===== src/rtl/brp_pkg.sv =====
package brp_pkg;
  // Which part of the held result the next read returns.
  typedef enum logic {
    PTR_MSB = 1'b0,
    PTR_LSB = 1'b1
  } rd_ptr_e;
endpackage


===== src/rtl/brp_result_reg.sv =====
module brp_result_reg #(
  parameter int RES_W = 10
) (
  input  logic             clk,
  input  logic             rst_n,
  input  logic             load,
  input  logic [RES_W-1:0] d,
  output logic [RES_W-1:0] q,
  output logic [RES_W-1:0] q_next
);
  // Value the register will hold after this edge; the output stage
  // captures from it so a load and a read start can share an edge.
  always_comb q_next = load ? d : q;

  always_ff @(posedge clk or negedge rst_n) begin
    if (!rst_n) q <= '0;
    else        q <= q_next;
  end
endmodule


===== src/rtl/brp_read_seq.sv =====
module brp_read_seq
  import brp_pkg::*;
(
  input  logic    clk,
  input  logic    rst_n,
  input  logic    cs_n,
  input  logic    rd_n,
  input  logic    new_res,
  output logic    access_q,
  output logic    rd_start,
  output logic    rd_end,
  output rd_ptr_e sel_next,
  output rd_ptr_e ptr_q
);
  logic access_now;
  logic fresh_q;   // a result arrived after this read captured its byte

  always_comb begin
    access_now = !cs_n && !rd_n;
    rd_start   = access_now && !access_q;
    rd_end     = access_q && !access_now;
    // A load on the same edge as a read start makes that read take the MSB byte.
    sel_next   = new_res ? PTR_MSB : ptr_q;
  end

  always_ff @(posedge clk or negedge rst_n) begin
    if (!rst_n) begin
      access_q <= 1'b0;
      fresh_q  <= 1'b0;
      ptr_q    <= PTR_MSB;
    end else begin
      access_q <= access_now;
      if (rd_end)
        fresh_q <= 1'b0;
      else if (new_res && access_q)
        fresh_q <= 1'b1;

      if (new_res)
        ptr_q <= PTR_MSB;
      else if (rd_end && !fresh_q)
        ptr_q <= (ptr_q == PTR_MSB) ? PTR_LSB : PTR_MSB;
    end
  end
endmodule


===== src/rtl/brp_out_stage.sv =====
module brp_out_stage
  import brp_pkg::*;
#(
  parameter int RES_W = 10,
  parameter int BUS_W = 8
) (
  input  logic             clk,
  input  logic             rst_n,
  input  logic             capture,
  input  logic             drive,
  input  rd_ptr_e          sel,
  input  logic [RES_W-1:0] src,
  output logic [BUS_W-1:0] dout,
  output logic             dout_oe
);
  localparam int LSB_W = RES_W - BUS_W;

  function automatic logic [BUS_W-1:0] msb_part(input logic [RES_W-1:0] r);
    return r[RES_W-1 -: BUS_W];
  endfunction

  function automatic logic [BUS_W-1:0] lsb_part(input logic [RES_W-1:0] r);
    logic [BUS_W-1:0] b;
    b = '0;
    b[BUS_W-1 -: LSB_W] = r[LSB_W-1:0];
    return b;
  endfunction

  logic [BUS_W-1:0] byte_q;
  logic [BUS_W-1:0] byte_sel;

  always_comb byte_sel = (sel == PTR_MSB) ? msb_part(src) : lsb_part(src);

  always_ff @(posedge clk or negedge rst_n) begin
    if (!rst_n)       byte_q <= '0;
    else if (capture) byte_q <= byte_sel;
  end

  always_comb begin
    dout_oe = drive;
    dout    = drive ? byte_q : '0;
  end
endmodule


===== src/rtl/byte_result_port.sv =====
module byte_result_port
  import brp_pkg::*;
#(
  parameter int RES_W = 10,
  parameter int BUS_W = 8
) (
  input  logic             clk,
  input  logic             rst_n,
  input  logic             res_valid,
  input  logic [RES_W-1:0] res_data,
  input  logic             cs_n,
  input  logic             rd_n,
  output logic [BUS_W-1:0] dout,
  output logic             dout_oe
);
  logic [RES_W-1:0] held_q;
  logic [RES_W-1:0] held_next;
  logic             access_q;
  logic             rd_start;
  logic             rd_end;
  rd_ptr_e          sel_next;
  rd_ptr_e          ptr_q;
  logic             ptr_lsb_w;   // named for the checker

  assign ptr_lsb_w = (ptr_q == PTR_LSB);

  brp_result_reg #(.RES_W(RES_W)) u_reg (
    .clk    (clk),
    .rst_n  (rst_n),
    .load   (res_valid),
    .d      (res_data),
    .q      (held_q),
    .q_next (held_next)
  );

  brp_read_seq u_seq (
    .clk      (clk),
    .rst_n    (rst_n),
    .cs_n     (cs_n),
    .rd_n     (rd_n),
    .new_res  (res_valid),
    .access_q (access_q),
    .rd_start (rd_start),
    .rd_end   (rd_end),
    .sel_next (sel_next),
    .ptr_q    (ptr_q)
  );

  brp_out_stage #(.RES_W(RES_W), .BUS_W(BUS_W)) u_out (
    .clk     (clk),
    .rst_n   (rst_n),
    .capture (rd_start),
    .drive   (access_q),
    .sel     (sel_next),
    .src     (held_next),
    .dout    (dout),
    .dout_oe (dout_oe)
  );

  logic unused_w;
  assign unused_w = ^{held_q, rd_end};
endmodule


===== config.mk =====
export PLATFORM = sky130hd
export DESIGN_NAME = byte_result_port
export DESIGN_NICKNAME = d
export VERILOG_FILES = /design/src/rtl/brp_pkg.sv /design/src/rtl/brp_result_reg.sv /design/src/rtl/brp_read_seq.sv /design/src/rtl/brp_out_stage.sv /design/src/rtl/byte_result_port.sv
export SDC_FILE = /design/constraint.sdc
export NUM_CORES = 1
export LEC_CHECK = 0
export BUFFER_PORTS_ARGS = -buffer_cell sky130_fd_sc_hd__buf_2
export CAP_MARGIN = 20
export CORE_AREA = 2 2 51 48
export CTS_CLUSTER_DIAMETER = 80
export DETAILED_ROUTE_END_ITERATION = 8
export DIE_AREA = 0 0 53 50
export GPL_ROUTABILITY_DRIVEN = 1
export PLACE_DENSITY = 0.75
export RECOVER_POWER = 50
export SLEW_MARGIN = 10
export SYNTH_ARGS = -nofsm -noshare
export SYNTH_HDL_FRONTEND = slang
export SYNTH_SLANG_ARGS = --single-unit

===== constraint.sdc =====
create_clock -name clk -period 2.1 [get_ports clk]
set_input_delay 0.42 -clock clk [delete_from_list [all_inputs] [get_ports clk]]
set_output_delay 0.42 -clock clk [all_outputs]
set_load 0.05 [all_outputs]

# After elaboration in Yosys (flattened, before gate mapping)
# Cells that the tools add are included.
# classes
n_bitwise	0
reduce_logical	12
n_addsub	0
n_lt_le_gt_ge	0
n_mul	0
eq_ne	0
div_mod_pow	0
n_shift	0
n_mux	9
# ops
cell	n
$mux W8	2
$mux W10	1
$mux W1	6
$logic_and A1 B1 Y1	5
$logic_not A1 Y1	5
$reduce_bool A2 Y1	2
# word_totals
wordCells	26
input_bits	15
rom_bits	0
latchBits	0
mem_count	0
regBits	21
mem_bits_rw	0

# Longest topological paths before layout
# depth
word_depth	7
depth_mapped	5
ltp_nobuf	3

# By module
# From an unflattened synthesis, not the netlist that was laid out.
# unflattened
cells_unflattened	76
area_unflattened_um2	947.2
# modules_own_cells
mod	cells_per_inst	seq_area_each_um2	n_inst	area_each_um2
brp_out_stage	42	200.2	1	411.6
brp_result_reg	21	250.2	1	411.6
brp_read_seq	13	75.1	1	123.9

# Worst setup path before layout
# No wires, ideal clock.
# synth_timing
kind	reg2out
start	register u_seq.access_q
end	output dout[0]
required_ns	1.680
setup_slack_ns	0.395
arrival_time_ns	1.285
stages_incl_launch_ff	3
cell_sequence	dfrtp_1 > buf_2 > and2_1
# synth_via
elab_chain_cells	1
# synth_rtl
item	line_no	text
start: declaration	brp_read_seq.sv:9	output logic access_q,
start signal: assignment	brp_read_seq.sv:32	access_q <= access_now;
$mux W8	brp_out_stage.sv:41	dout = drive ? byte_q : '0;
end: declaration	byte_result_port.sv:13	output logic [BUS_W-1:0] dout,
# No other way between the ends.

# Worst setup path in the final report
# layout_timing
start	register u_seq.access_q
end	output dout[6]
# Same word-level chain as after synthesis.

==> results.toml <==
[layout]
layout-drive-gt1-share = 0.343
n_antenna_cell = 0
post-route-util = 0.495
syn_to_final_growth_pct = 14.9
finalInstanceArea_sq_um = 1040
nets = 115

[logic_synthesis]
yosysMostFrequentCell = "dfrtp_1"
netlist.area_leader.share = 0.581
synth_flop_cell = "dfrtp_1"
syn_inst = 77
synth_top_area_cell = "dfrtp_1"
synth_area_per_cell_sq_um = 11.7
synth_area_sq_um = 905
syn_nets = 92
synth-edff-count = 0
synth-warning-count = 0
ys_seq_area_frac = 0.581
synthTopCellsByArea = "dfrtp_1 58%, mux2_2 12%, and2_1 6.2%"
async_reset_ff_frac = 1.00
synth_common_cells = "21 x dfrtp_1, 10 x mux2_2, 9 x and2_1, 9 x nand2_1, 8 x o21ai_1"
ys_seq_elements = 21
synthDistinctLibCells = 15

[timing]
slew_headroom = 0.300
layout_min_cycle_time_ns = 1.70
tns_ns = 0
setup_viol = 0
min_period_over_period = 0.812
fmax_mhz = 587
maxSlewViolCount = 0
grt_setup_unrepaired = "false"
worst_pin_slew_ns = 1.05
hold_violations = 0
skew_ns = 0.00245

[grt]
antenna_found_initial = 0
grt_max_degree = 22
grt_pass1_vias = 587
grt_pass1_wl_microns = 2570
overflow = 0
grt_use_total = 0.134

[route]
dr.pass1.iters = 4
vias = 608
wl_per_cell_microns = 11.5
ant_nets = 0
wirelength_microns = 1450
drc = 0
vias_per_cell = 4.83
drt_iter0_markers = 1

[die]
die_area_sq_um = 2650
die_w_microns = 53
start_util = 0.430
die_height_microns = 50
rows = 16
coreArea_sq_um = 2100
io_pins = 24

[critical_path]
worstPathArrival_ns = 1.28
crit_fanout = 12
path_class = "reg2out"
worstSetupStartpointType = "register"
end_kind = "output pin"
required_ns = 1.68
r2r_cells = 3

[power]
power_mw = 0.816
leakagePower_nw = 0.501
p_per_area_nw_per_um2 = 785
ir_worst_vdd_mv = 0.468

[clocking]
path_clk_slew_ns = 0.11
cts.sinks = 21
numCtsBuffers = 3
cts.path.max_buffers = 2
clk_latency_ns = 0.30
cts_htree_levels = 1
cts_root_buf = "clkbuf_4"
cts_setup_buffers = 0
ctsHoldBuffers = 0
cts_resized = 0
cts_tree = "built"

[placement]
gp_congestion = 0.712
dp_hpwl_microns = 1080
place_area_sq_um = 1020
portBuffers = 23

[status]
outcome = "finished clean"

[job]
max-cap-violations = 0

[hold_path]
hold_class = "in2async"
==> cell families after synthesis <==
family | count (synthesis) | synth area share
and+or+nand+nor | 28 | 0.167
DFF | 21 | 0.581
muxes | 12 | 0.147
AOI/OAI and AO/OA | 11 | 0.0636
buffers and inverters | 5 | 0.0415
==> routing by layer <==
metal	global-route usage	wire length, microns	share of wire
met5	0	0	0
met1	0.174	673	0.46
met3	0.0273	57	0.039
met2	0.210	688	0.47
met4	0.0684	31	0.021
==> path summary, 6_finish.rpt <==
| check | slack, ns | from | endpoint |
|---|---|---|---|
| worst max-delay path | 0.40 | u_seq.access_q$_DFF_PN0_ | dout[6] |
| worst min-delay path | 0.27 | rst_n | u_reg.q[8]$_DFF_PN0_ |
| worst max register to register | 0.57 | u_seq.access_q$_DFF_PN0_ | u_out.byte_q[2]$_DFFE_PN0P_ |
| worst min register to register | 0.48 | u_out.byte_q[5]$_DFFE_PN0P_ | u_out.byte_q[5]$_DFFE_PN0P_ |
| max in group asynchronous | 1.20 | rst_n | u_reg.q[7]$_DFF_PN0_ |
| min in group clk | 0.27 | cs_n | u_seq.access_q$_DFF_PN0_ |
==> power by group <==
part	leakage, nW	total, mW	internal, mW	switching [mW]
registers	0.256	0.478	0.456	0.0225
logic	0.228	0.149	0.0586	0.0909
clock network	0.0177	0.188	0.0711	0.117
total	0.501	0.816	0.585	0.230
==> flip-flops by register name (all words and copies together) (netlist names) <==
signal / count
u_reg.q: 10
u_seq.access_q: 1
u_out.byte_q: 8
u_seq.fresh_q: 1
u_seq.ptr_q: 1
==> critical path, cell delays in order (launching register included) <==
cell	delay (ns)
dfrtp_1	0.53
and2_1	0.19
buf_2	0.26
==> cell type report <==
| class | instances | area (sq um) |
|---|---|---|
| Clock buffer | 3 | 22.5 |
| Clock inverter | 1 | 5.00 |
| Fill cell | 201 | 1060 |
| Multi-Input combinational cell | 51 | 342 |
| Sequential cell | 21 | 526 |
| Tap cell | 27 | 33.8 |
| Timing Repair Buffer | 23 | 111 |
==> cell usage in the layout (no fill, tap or decap), drive strengths merged <==
master  instances
mux2i           2
nand2b          6
nand2           9
and2            9
clkinv          1
dfrtp          21
o21ai          10
nor2            1
a21o            1
buf            20
or4             1
nor2b           1
clkbuf          6
or3             1
mux2           10
==> per-stage QoR <==
step	instances	worst slack, ns	hold WS, ns
final	126	0.395	0.269
after global routing	126	0.339	0.260
after CTS	126	0.395	0.0458
after detailed placement	122	0.400	0.388
after global placement	122	0.513	0.388
after floorplan	77	0.395	0.124
Note: power is estimated with default switching activity, not from simulation.
